**src/rtl/iso_dma_pkg.sv**
```systemverilog
package iso_dma_pkg;

  // register indices on the software port
  localparam logic [2:0] REG_EN_SET    = 3'd0;
  localparam logic [2:0] REG_EN_CLR    = 3'd1;
  localparam logic [2:0] REG_EN_STAT   = 3'd2;
  localparam logic [2:0] REG_REQ_SET   = 3'd3;
  localparam logic [2:0] REG_REQ_CLR   = 3'd4;
  localparam logic [2:0] REG_REQ_STAT  = 3'd5;
  localparam logic [2:0] REG_DESC_HEAD = 3'd6;

  localparam logic [2:0] STATUS_NORMAL = 3'd1;

  typedef enum logic [1:0] {SEL_DESC, SEL_LEN, SEL_DATA} memSel_t;

  typedef enum logic [3:0] {
    ST_IDLE, ST_LD0, ST_LD1, ST_LD2, ST_LD3, ST_LD4,
    ST_LEN_RD, ST_LEN_WAIT, ST_MOVE, ST_PKT_END
  } dmaState_t;

  // strobes from control to datapath
  typedef struct packed {
    logic       startHead;
    logic       startNext;
    logic       ldNext;
    logic       ldCtl;
    logic       ldBuf;
    logic       ldList;
    logic       arm;
    logic       lenCapture;
    logic       issueData;
    logic       commitPkt;
    logic       retire;
    logic       drop;
    logic       rdEn;
    memSel_t    memSel;
    logic [1:0] descOfs;
  } dpCtrl_t;

endpackage

```
**src/rtl/iso_dma_ctrl.sv**
```systemverilog
module iso_dma_ctrl
  import iso_dma_pkg::*;
#(
  parameter int NUM_EP = 8,
  parameter int ISO_EP = 3,
  parameter int ADDR_W = 16
) (
  input  logic              clk,
  input  logic              rstN,
  input  logic              sofTick,
  input  logic              regWrEn,
  input  logic [2:0]        regAddr,
  input  logic [31:0]       regWrData,
  output logic [31:0]       regRdData,
  input  logic              descValid,
  input  logic              nextValid,
  input  logic              lastPkt,
  input  logic              lenZero,
  input  logic              lastIssue,
  output logic [ADDR_W-1:0] headAddr,
  output logic [NUM_EP-1:0] enStat,
  output dpCtrl_t           dp,
  output logic              dmaDone
);

  dmaState_t         state, nextState;
  logic [NUM_EP-1:0] reqStat;
  logic              headPending;
  logic              consumeReq;
  logic [NUM_EP-1:0] wrBits, enSetV, enClrV, reqSetV, reqClrV, consumeV;

  assign wrBits   = regWrData[NUM_EP-1:0];
  assign enSetV   = (regWrEn && regAddr == REG_EN_SET)  ? wrBits : '0;
  assign enClrV   = (regWrEn && regAddr == REG_EN_CLR)  ? wrBits : '0;
  assign reqSetV  = (regWrEn && regAddr == REG_REQ_SET) ? wrBits : '0;
  assign reqClrV  = (regWrEn && regAddr == REG_REQ_CLR) ? wrBits : '0;
  assign consumeV = consumeReq ? (NUM_EP'(1) << ISO_EP) : '0;

  always_ff @(posedge clk or negedge rstN) begin
    if (!rstN) begin
      state       <= ST_IDLE;
      enStat      <= '0;
      reqStat     <= '0;
      headPending <= 1'b0;
      headAddr    <= '0;
    end else begin
      state   <= nextState;
      enStat  <= (enStat | enSetV) & ~enClrV;
      reqStat <= (reqStat & ~reqClrV & ~consumeV) | reqSetV;
      if (regWrEn && regAddr == REG_DESC_HEAD) begin
        headAddr    <= regWrData[ADDR_W-1:0];
        headPending <= 1'b1;
      end else if (dp.startHead) begin
        headPending <= 1'b0;
      end
    end
  end

  always_comb begin
    case (regAddr)
      REG_EN_STAT:   regRdData = 32'(enStat);
      REG_REQ_STAT:  regRdData = 32'(reqStat);
      REG_DESC_HEAD: regRdData = 32'(headAddr);
      default:       regRdData = '0;
    endcase
  end

  always_comb begin
    dp         = '0;
    dp.memSel  = SEL_DESC;
    nextState  = state;
    consumeReq = 1'b0;
    dmaDone    = 1'b0;
    case (state)
      ST_IDLE: begin
        if (headPending) begin
          dp.startHead = 1'b1;
          nextState    = ST_LD0;
        end else if (sofTick || reqStat[ISO_EP]) begin
          consumeReq = reqStat[ISO_EP];
          if (enStat[ISO_EP] && descValid) nextState = ST_LEN_RD;
        end
      end
      ST_LD0: begin dp.rdEn = 1'b1; dp.descOfs = 2'd0; nextState = ST_LD1; end
      ST_LD1: begin dp.rdEn = 1'b1; dp.descOfs = 2'd1; dp.ldNext = 1'b1; nextState = ST_LD2; end
      ST_LD2: begin dp.rdEn = 1'b1; dp.descOfs = 2'd2; dp.ldCtl  = 1'b1; nextState = ST_LD3; end
      ST_LD3: begin dp.rdEn = 1'b1; dp.descOfs = 2'd3; dp.ldBuf  = 1'b1; nextState = ST_LD4; end
      ST_LD4: begin dp.ldList = 1'b1; dp.arm = 1'b1; nextState = ST_IDLE; end
      ST_LEN_RD: begin
        dp.rdEn   = 1'b1;
        dp.memSel = SEL_LEN;
        nextState = ST_LEN_WAIT;
      end
      ST_LEN_WAIT: begin
        dp.lenCapture = 1'b1;
        nextState     = lenZero ? ST_PKT_END : ST_MOVE;
      end
      ST_MOVE: begin
        dp.rdEn      = 1'b1;
        dp.memSel    = SEL_DATA;
        dp.issueData = 1'b1;
        if (lastIssue) nextState = ST_PKT_END;
      end
      ST_PKT_END: begin
        dp.commitPkt = 1'b1;
        nextState    = ST_IDLE;
        if (lastPkt) begin
          dp.retire = 1'b1;
          dmaDone   = 1'b1;
          if (nextValid) begin
            dp.startNext = 1'b1;
            nextState    = ST_LD0;
          end else begin
            dp.drop = 1'b1;
          end
        end
      end
      default: nextState = ST_IDLE;
    endcase
  end

endmodule

```
**src/rtl/iso_dma_datapath.sv**
```systemverilog
module iso_dma_datapath
  import iso_dma_pkg::*;
#(
  parameter int ADDR_W     = 16,
  parameter int SLOT_WORDS = 16,
  localparam int IDX_W     = $clog2(SLOT_WORDS),
  localparam int LEN_W     = $clog2(SLOT_WORDS * 4 + 1)
) (
  input  logic              clk,
  input  logic              rstN,
  input  dpCtrl_t           dp,
  input  logic [ADDR_W-1:0] headAddr,
  input  logic [31:0]       memRdData,
  output logic              memRdEn,
  output logic [ADDR_W-1:0] memRdAddr,
  output logic              memWrEn,
  output logic [ADDR_W-1:0] memWrAddr,
  output logic [31:0]       memWrData,
  output logic              descValid,
  output logic              nextValid,
  output logic              lastPkt,
  output logic              lenZero,
  output logic              lastIssue,
  input  logic              usbPktDone,
  input  logic [IDX_W-1:0]  usbRdIdx,
  output logic              usbPktAvail,
  output logic [LEN_W-1:0]  usbPktLen,
  output logic [31:0]       usbRdData,
  output logic [1:0]        slotCnt
);

  localparam int CNT_W      = 16;
  localparam int WCNT_W     = IDX_W + 1;
  localparam int SLOT_BYTES = SLOT_WORDS * 4;

  logic [ADDR_W-1:0] descBase, nextPtr, bufPtr, listAddr;
  logic [CNT_W-1:0]  pktTotal, presentCnt, presentInc;
  logic [LEN_W-1:0]  pktLen, lenClamp;
  logic [WCNT_W-1:0] pktWords, wordsCalc, dataIdx;
  logic [15:0]       lenRaw;
  logic              capValid;
  logic [IDX_W-1:0]  capIdx;

  // slot ring: head, count of finished packets, fill target
  logic       hd, tgt, popEff, dropOld, hdNext;
  logic [1:0] cntAfterPop;
  logic [31:0]      slotWord [2];
  logic [LEN_W-1:0] slotLen  [2];

  assign lenRaw     = memRdData[15:0];
  assign lenClamp   = (lenRaw > 16'(SLOT_BYTES)) ? LEN_W'(SLOT_BYTES) : lenRaw[LEN_W-1:0];
  assign wordsCalc  = WCNT_W'(({1'b0, lenClamp} + (LEN_W + 1)'(3)) >> 2);
  assign lenZero    = (lenRaw == 16'd0);
  assign lastIssue  = (dataIdx == pktWords - WCNT_W'(1));
  assign presentInc = presentCnt + CNT_W'(1);
  assign lastPkt    = (presentInc >= pktTotal);

  always_comb begin
    memRdEn = dp.rdEn;
    case (dp.memSel)
      SEL_LEN:  memRdAddr = listAddr + ADDR_W'(presentCnt);
      SEL_DATA: memRdAddr = bufPtr + ADDR_W'(dataIdx);
      default:  memRdAddr = descBase + ADDR_W'(dp.descOfs);
    endcase
  end

  assign memWrEn   = dp.commitPkt;
  assign memWrAddr = descBase + ADDR_W'(4);
  assign memWrData = {presentInc, 12'd0, dp.retire ? STATUS_NORMAL : 3'd0, dp.retire};

  always_ff @(posedge clk or negedge rstN) begin
    if (!rstN) begin
      descBase   <= '0;
      nextPtr    <= '0;
      nextValid  <= 1'b0;
      pktTotal   <= '0;
      bufPtr     <= '0;
      listAddr   <= '0;
      presentCnt <= '0;
      descValid  <= 1'b0;
      pktLen     <= '0;
      pktWords   <= '0;
      dataIdx    <= '0;
      capValid   <= 1'b0;
      capIdx     <= '0;
    end else begin
      capValid <= dp.issueData;
      capIdx   <= dataIdx[IDX_W-1:0];
      if (dp.startHead) begin
        descBase  <= headAddr;
        descValid <= 1'b0;
      end
      if (dp.startNext) begin
        descBase  <= nextPtr;
        descValid <= 1'b0;
      end
      if (dp.drop) descValid <= 1'b0;
      if (dp.ldNext) nextPtr <= memRdData[ADDR_W-1:0];
      if (dp.ldCtl) begin
        pktTotal  <= memRdData[15:0];
        nextValid <= memRdData[16];
      end
      if (dp.ldBuf)  bufPtr   <= memRdData[ADDR_W-1:0];
      if (dp.ldList) listAddr <= memRdData[ADDR_W-1:0];
      if (dp.arm) begin
        descValid  <= 1'b1;
        presentCnt <= '0;
      end
      if (dp.lenCapture) begin
        pktLen   <= lenClamp;
        pktWords <= wordsCalc;
        dataIdx  <= '0;
      end
      if (dp.issueData) dataIdx <= dataIdx + WCNT_W'(1);
      if (dp.commitPkt) begin
        presentCnt <= presentInc;
        bufPtr     <= bufPtr + ADDR_W'(pktWords);
      end
    end
  end

  // ring bookkeeping; a reservation into a full ring evicts the head
  assign popEff      = usbPktDone && (slotCnt != 2'd0);
  assign cntAfterPop = slotCnt - 2'(popEff);
  assign dropOld     = dp.lenCapture && (cntAfterPop == 2'd2);
  assign hdNext      = hd ^ popEff ^ dropOld;

  always_ff @(posedge clk or negedge rstN) begin
    if (!rstN) begin
      hd      <= 1'b0;
      tgt     <= 1'b0;
      slotCnt <= '0;
    end else begin
      hd      <= hdNext;
      slotCnt <= cntAfterPop - 2'(dropOld) + 2'(dp.commitPkt);
      if (dp.lenCapture) tgt <= hdNext ^ (dropOld ? 1'b1 : cntAfterPop[0]);
    end
  end

  for (genvar s = 0; s < 2; s++) begin : gSlot
    logic [31:0]      words [SLOT_WORDS];
    logic [LEN_W-1:0] lenQ;
    always_ff @(posedge clk) begin
      if (capValid && tgt == 1'(s)) words[capIdx] <= memRdData;
      if (dp.commitPkt && tgt == 1'(s)) lenQ <= pktLen;
    end
    assign slotWord[s] = words[usbRdIdx];
    assign slotLen[s]  = lenQ;
  end

  assign usbPktAvail = (slotCnt != 2'd0);
  assign usbPktLen   = slotLen[hd];
  assign usbRdData   = slotWord[hd];

endmodule

```
**src/rtl/iso_dma_top.sv**
```systemverilog
module iso_dma_top
  import iso_dma_pkg::*;
#(
  parameter int NUM_EP     = 8,
  parameter int ISO_EP     = 3,
  parameter int ADDR_W     = 16,
  parameter int SLOT_WORDS = 16,
  localparam int IDX_W     = $clog2(SLOT_WORDS),
  localparam int LEN_W     = $clog2(SLOT_WORDS * 4 + 1)
) (
  input  logic              clk,
  input  logic              rstN,
  input  logic              sofTick,
  input  logic              regWrEn,
  input  logic [2:0]        regAddr,
  input  logic [31:0]       regWrData,
  output logic [31:0]       regRdData,
  output logic              memRdEn,
  output logic [ADDR_W-1:0] memRdAddr,
  input  logic [31:0]       memRdData,
  output logic              memWrEn,
  output logic [ADDR_W-1:0] memWrAddr,
  output logic [31:0]       memWrData,
  output logic              usbPktAvail,
  output logic [LEN_W-1:0]  usbPktLen,
  input  logic [IDX_W-1:0]  usbRdIdx,
  output logic [31:0]       usbRdData,
  input  logic              usbPktDone,
  output logic              dmaDone
);

  dpCtrl_t           dpBus;
  logic [ADDR_W-1:0] headAddr;
  logic [NUM_EP-1:0] enStat;
  logic [1:0]        slotCnt;
  logic descValid, nextValid, lastPkt, lenZero, lastIssue;

  iso_dma_ctrl #(.NUM_EP(NUM_EP), .ISO_EP(ISO_EP), .ADDR_W(ADDR_W)) uCtrl (
    .clk(clk), .rstN(rstN), .sofTick(sofTick),
    .regWrEn(regWrEn), .regAddr(regAddr), .regWrData(regWrData), .regRdData(regRdData),
    .descValid(descValid), .nextValid(nextValid), .lastPkt(lastPkt),
    .lenZero(lenZero), .lastIssue(lastIssue),
    .headAddr(headAddr), .enStat(enStat), .dp(dpBus), .dmaDone(dmaDone)
  );

  iso_dma_datapath #(.ADDR_W(ADDR_W), .SLOT_WORDS(SLOT_WORDS)) uDp (
    .clk(clk), .rstN(rstN), .dp(dpBus), .headAddr(headAddr),
    .memRdData(memRdData), .memRdEn(memRdEn), .memRdAddr(memRdAddr),
    .memWrEn(memWrEn), .memWrAddr(memWrAddr), .memWrData(memWrData),
    .descValid(descValid), .nextValid(nextValid), .lastPkt(lastPkt),
    .lenZero(lenZero), .lastIssue(lastIssue),
    .usbPktDone(usbPktDone), .usbRdIdx(usbRdIdx), .usbPktAvail(usbPktAvail),
    .usbPktLen(usbPktLen), .usbRdData(usbRdData), .slotCnt(slotCnt)
  );

endmodule

```
**config.mk**
```make
export PLATFORM = sky130hd
export DESIGN_NAME = iso_dma_top
export DESIGN_NICKNAME = d
export VERILOG_FILES = /design/src/rtl/iso_dma_pkg.sv /design/src/rtl/iso_dma_ctrl.sv /design/src/rtl/iso_dma_datapath.sv /design/src/rtl/iso_dma_top.sv
export SDC_FILE = /design/constraint.sdc
export NUM_CORES = 1
export LEC_CHECK = 0
export BUFFER_PORTS_ARGS = -buffer_cell sky130_fd_sc_hd__buf_2
export CORE_MARGIN = 2
export CORE_UTILIZATION = 65
export CTS_BUF_LIST = sky130_fd_sc_hd__clkbuf_4
export DETAILED_ROUTE_END_ITERATION = 10
export GPL_ROUTABILITY_DRIVEN = 0
export PLACE_DENSITY_LB_ADDON = 0.1
export RECOVER_POWER = 25
export SLEW_MARGIN = 10
export SYNTH_ARGS = -nofsm -noshare
export SYNTH_HDL_FRONTEND = slang
export SYNTH_HIERARCHICAL = 1
export SYNTH_SLANG_ARGS = --single-unit
```
**constraint.sdc**
```tcl
create_clock -name clk -period 9.2 [get_ports clk]
set_input_delay 0.92 -clock clk [delete_from_list [all_inputs] [get_ports clk]]
set_output_delay 0.92 -clock clk [all_outputs]
set_load 0.1 [all_outputs]
```
* Yosys cells after proc, flatten, opt, wreduce, memory -nomap -nowiden
Memory sizes are Yosys's and may differ from the RTL's. Index checks and enable logic that the tools add are counted. Widths: inputs -> output; s select.
Cells by class: multiplexer cells 63, add/subtract/negate cells 12, magnitude comparators 3, bitwise operators 13, reduce and logical (&&, ||, !) cells 25, equal/unequal tests 22
Operators with widths (count):
- $mux 16 | 6
- $mux 32 | 3
- $pmux 16 s3 | 1
- $pmux 4 s9 | 1
- $add 16x5->16 | 2
- $mux 8 | 4
- $pmux 16 s2 | 1
- $mux 1 | 30
- $mux 7 | 4
- $and 8x8->8 | 3
- $mux 4 | 6
- $not 8->8 | 3
- $add 16x1->16 const B | 1
- $add 16x16->16 | 1
- $add 16x2->16 | 1
- $add 16x3->16 const B | 1
- $eq 4x3->1 const B | 4
- $ge 16x16->1 | 1
- $gt 16x7->1 const B | 1
- $logic_not 16->1 | 1
- $or 8x8->8 | 2
- $logic_and 1x1->1 | 12
- $reduce_bool 2->1 | 6
- $mux 5 | 2
- other kinds (30) | 41
Word-level totals: memories kept 2, word-level logic and storage cells 163, input port bits 76, bits in registers 175, bits in writable memories 1024, output and inout bits 139
Memory list:
- uDp.gSlot[0].words | words 16, width 32, read ports 1, clocked after Yosys merged registers in 0, write ports 1, line iso_dma_datapath.sv:141 | logic [31:0] words [SLOT_WORDS];
- uDp.gSlot[1].words | words 16, width 32, read ports 1, clocked after Yosys merged registers in 0, write ports 1, line iso_dma_datapath.sv:141

* Depth between registers and ports, before layout
word-level depth 8, depth in mapped cells 14, mapped depth without buffers 14

* Hierarchy
The synthesis kept the hierarchy.
By module, submodules not included:
- iso_dma_datapath | cells each 2425, area an instance 47564.4 um^2, sequential area each 34272.9 um^2, times used 1
- iso_dma_ctrl | cells each 204, area an instance 2140.8 um^2, sequential area each 925.9 um^2, times used 1

* Worst setup path before layout
OpenSTA, ideal clock, no wires.
kind register to output, start point reg uDp.presentCnt[0], end point out memWrData[0], stages on the path, launching flop included 14, arrival 5142 ps, buffers on the path 2, setup slack 3138 ps, required time 8280 ps, cells stage by stage dfrtp_1 -> ha_1 -> nand3_1 -> nor3_1 -> and3_1 -> xor2_1 -> ha_1 -> nand4_1 -> nor2_1 -> nand3_1 -> o221ai_1 -> and2_1 -> buf_4 -> buf_4
RTL lines:
- start: declaration | line iso_dma_datapath.sv:37 | logic [CNT_W-1:0] pktTotal, presentCnt, presentInc;
- start signal: assignment | line iso_dma_datapath.sv:116 | presentCnt <= presentInc;
- end: declaration | line iso_dma_top.sv:23 | output logic [31:0] memWrData,

* Final worst setup path
start point reg uDp.presentCnt[0], end point out dmaDone
On the way: longest elaborated chain between the ends 4
Ends and longest elaborated chain:
- $add 16x1->16 | line iso_dma_datapath.sv:55 | assign presentInc = presentCnt + CNT_W'(1);
- $ge 16x16->1 | line iso_dma_datapath.sv:56 | assign lastPkt = (presentInc >= pktTotal);
- via lastPkt | line iso_dma_top.sv:36 | logic descValid, nextValid, lastPkt, lenZero, lastIssue;
- $mux 1 | line iso_dma_ctrl.sv:107 | if (lastPkt) begin
- $mux 1 | line iso_dma_ctrl.sv:74 | case (state)
- end: declaration | line iso_dma_top.sv:29 | output logic dmaDone
The timed path passes the listed nets, and every way through them passes these cells.

==> summary.md <==
| Metric | Value |
|---|---|
| Max VDD drop | 0.6438 mV |
| Aggregate routed wire length | 118.3 mm |
| Core ar. | 75820 µm² |
| CP Launch Type | flop |
| Critical Path Start | uDp/presentCnt[0]$_DFFE_PN0P_ |
| Share of cells above drive strength 1 | 34.78% |
| Fmax | 0.1619 GHz |
| Initial antenna violation count | 5 |
| Internal power | 9.419 mW |
| CTS root buf | clkbuf_4 |
| Worst Clk Skew | 0.09026 ns |
| Gate power share | 23.4% |
| H-tree depth | 5 |
| Total I/O pin count | 215 |
| Commonest register cell after synthesis | edfxtp_1 |
| Place WS | 3.981 ns |
| Residual DRC count | 0 |
| Arrival @ worst endpoint | 5.26 ns |
| All-layer global routing usage | 31.01% |
| CTS tree | built |
| Netlist Area Pre-Place | 49710 µm² |
| Post-synth top cells | 1038 x edfxtp_1, 320 x mux4_2, 161 x dfrtp_1 |
| Async set-reset flop share out of synthesis | 13.43% |
| Setup bufs post-CTS | 0 |
| Clk sink count | 1199 |
| Hold Startpoint | regAddr[0] |
| Post-synth EDFFs | 1038 |
| Skew-Pair Late Insertion Delay | 1.13 ns |
| Vias per std cell | 6.455 |
| Least-Margin Pin Slew | 2.234 ns |
| Area grow syn2layout | 11.81% |
| Hold Crit Class | in2reg |
| Leak pwr | 19.37 nW |
| Fin. max-slew vios | 270 |
| Layout Nets | 3169 |
| FF+latch count, synth | 1199 |
| CTS max path bufs | 4 |
| Pwr/cell area | 254.3 nW/µm² |
| Failing checks | capacitance limit, slew limit |
| Cell taking the most area after synthesis | edfxtp_1 |
| Switching part of the total | 33.35% |
| First-pass GRT wire length | 174.3 mm |
| Final WS setup | 3.022 ns |
| Sequential-to-total area share from yosys stat | 70.82% |
| HPWL after DPL | 63.97 mm |
| Wire per inst | 28.09 µm |
| Resized cells post-CTS | 0 |
| Row count | 101 |
| Seq pwr share | 45.6% |
| Clock power frac | 30.9% |
| Mapped Cells | 2629 |
| Cts bufs inserted | 311 |
| Grt ovf | 0 |
| Clock slew seen by the registers of the worst setup and hold paths | 0.07 ns |
| Largest cells by area after synthesis | edfxtp_1 63%, mux4_2 14%, dfrtp_1 8.1% |
| Most numerous cell in the Yosys netlist | edfxtp_1 |
| Largest net degree at the start of global routing | 165 |
| Fin Setup TNS | 0 ns |
| Detailed Routing Iterations Pass 1 | 6 |
| Critical Path End Type | output port |
| Worst R2R Start | uDp/presentCnt[0]$_DFFE_PN0P_ |
| DRT iter0 DRCs | 3032 |
| Vert. Die Dim | 280.5 µm |
| Distinct cells, synth | 71 |
| Cts hold-fix bufs | 17 |
| # setup viols final | 0 |
| Status | complete, but fails checks |
| Port Buffers | 168 |
| # Max-Cap Violations | 7 |
| Hold Slack | 0.1613 ns |
| WP data required | 8.28 ns |
| Vias after detailed routing | 27190 |
| Min Tclk post-route | 6.178 ns |
| Slew Limit Headroom | -48.95% |
| Chip Width | 280.5 µm |
| Final hold vios | 0 |
| Final Util | 73.30% |
| Top cell type's share of synthesized area | 62.71% |
| CP max FO | 7 |
| RSZ-0062 raised after global routing | false |
| NetSw | 4.712 mW |
| Synth warnings | 6 |
| CP Class | reg2out |
| Vias in the first global route | 28330 |
| Mean cell area of the mapped netlist | 18.91 µm² |
| Initial Utilization | 65.55% |
| Final ANT Viol Nets | 0 |
| Fin crit share | 67.16% |
| Area of the die | 78700 µm² |
==> flip-flops by register name, summed over array words and instances (netlist names), 14 cells and up <==
name,flops
uCtrl/headAddr,16
uDp/gSlot.lenQ,14
uDp/listAddr,16
uDp/gSlot.words,1024
uDp/nextPtr,16
uDp/presentCnt,16
uDp/pktTotal,16
uDp/bufPtr,16
uDp/descBase,16
==> area by class of cell <==
cell class              instances  area, µm²
clock buffers                 440       3303
fillers                      4588      20250
multi-input cells            1225      13770
clock inverters                68      422.9
diodes                          2      5.005
well taps                     978       1224
inverters                      61      229.0
repair buffers                239       1426
flip-flops and latches       1199      35200
==> layout by cell type (no fill, tap or decap), drive strengths merged, types with 5 or more instances in the layout <==
cell type       n
ha             52
nand3          38
a211oi          5
or2             7
nand2         125
a22o            8
nor2           87
nor2b          22
o2bb2ai         8
a221oi          7
o221ai          8
nand4          18
o21ai          96
mux2           91
o211ai          5
nor3           15
conb           30
edfxtp       1038
and2            5
xnor2          54
clkbuf        463
inv            64
buf           199
a21oi          42
o221a           8
and3           17
dlygate4sd3    17
nand2b         19
bufinv          6
clkinv         59
xor2           29
dfrtp         161
mux4          320
a21o           12
mux2i          41
==> path summary, 6_finish.rpt <==
kind,to,slack (ns),cells past startpoint
max,dmaDone,3.02,12
min,uCtrl/enStat[6]$_DFF_PN0_,0.16,2
max reg2reg,uDp/descValid$_DFFE_PN0P_,4.34,13
min reg2reg,uDp/gSlot[0].lenQ[5]$_DFFE_PP_,0.44,0
max in group asynchronous,uDp/listAddr[6]$_DFFE_PN0P_,7.13,3
min in group asynchronous,uDp/nextPtr[9]$_DFFE_PN0P_,0.42,2
==> critical path: stages (launching register included) <==
cell and delay [ns]:
dfrtp_1 0.51, ha_1 0.29, nand3_1 0.24, nor3_1 0.45
and3_1 0.27, xor2_1 0.26, ha_1 0.19, nand4_1 0.14
nor2_1 0.19, nand3_1 0.10, o221ai_1 0.73, and2_1 0.34
buf_2 0.46
==> layer usage <==
metal	vias to the layer above	share of wire (%)	wire, µm	GRT usage [%]
met2	1449	50	59320	50.72
met1	14030	37	43770	40.60
met3	238	8.9	10520	6.720
met4	4	3.9	4670	14.03
met5	-	0.019	23	0
li1	11470	-	-	-
==> power groups by stage <==
stage	clock network, mW	registers [mW]	logic, mW
floorplan	0	6.43	2.63
global placement	0	6.53	3.22
detailed placement	0	6.55	3.29
CTS	4.47	6.44	3.30
global route	4.75	6.47	3.47
finish	4.37	6.45	3.31
==> metrics by stage <==
step | total power [mW] | area, µm² | instances
5_1_grt | 14.70 | 55580 | 4212
3_5_place_dp | 9.838 | 51720 | 3685
6_report | 14.13 | 55580 | 4212
3_3_place_gp | 9.752 | 51720 | 3685
4_1_cts | 14.22 | 55620 | 4210
2_1_floorplan | 9.061 | 49810 | 2657
==> cells by family (layout without fill, tap and decap cells) <==
family | count (synthesis) | count (layout) | share of synthesized area, %
flops | 1199 | 1199 | 70.82
mux | 452 | 452 | 17.45
simple gates | 371 | 371 | 3.564
compound gates | 233 | 233 | 2.998
buf+inv | 233 | 808 | 2.220
xor+xnor | 83 | 83 | 1.463
fa+ha+maj | 56 | 56 | 1.470
other cells | 2 | 32 | 0.01511
(Power assumes the default switching activity.)
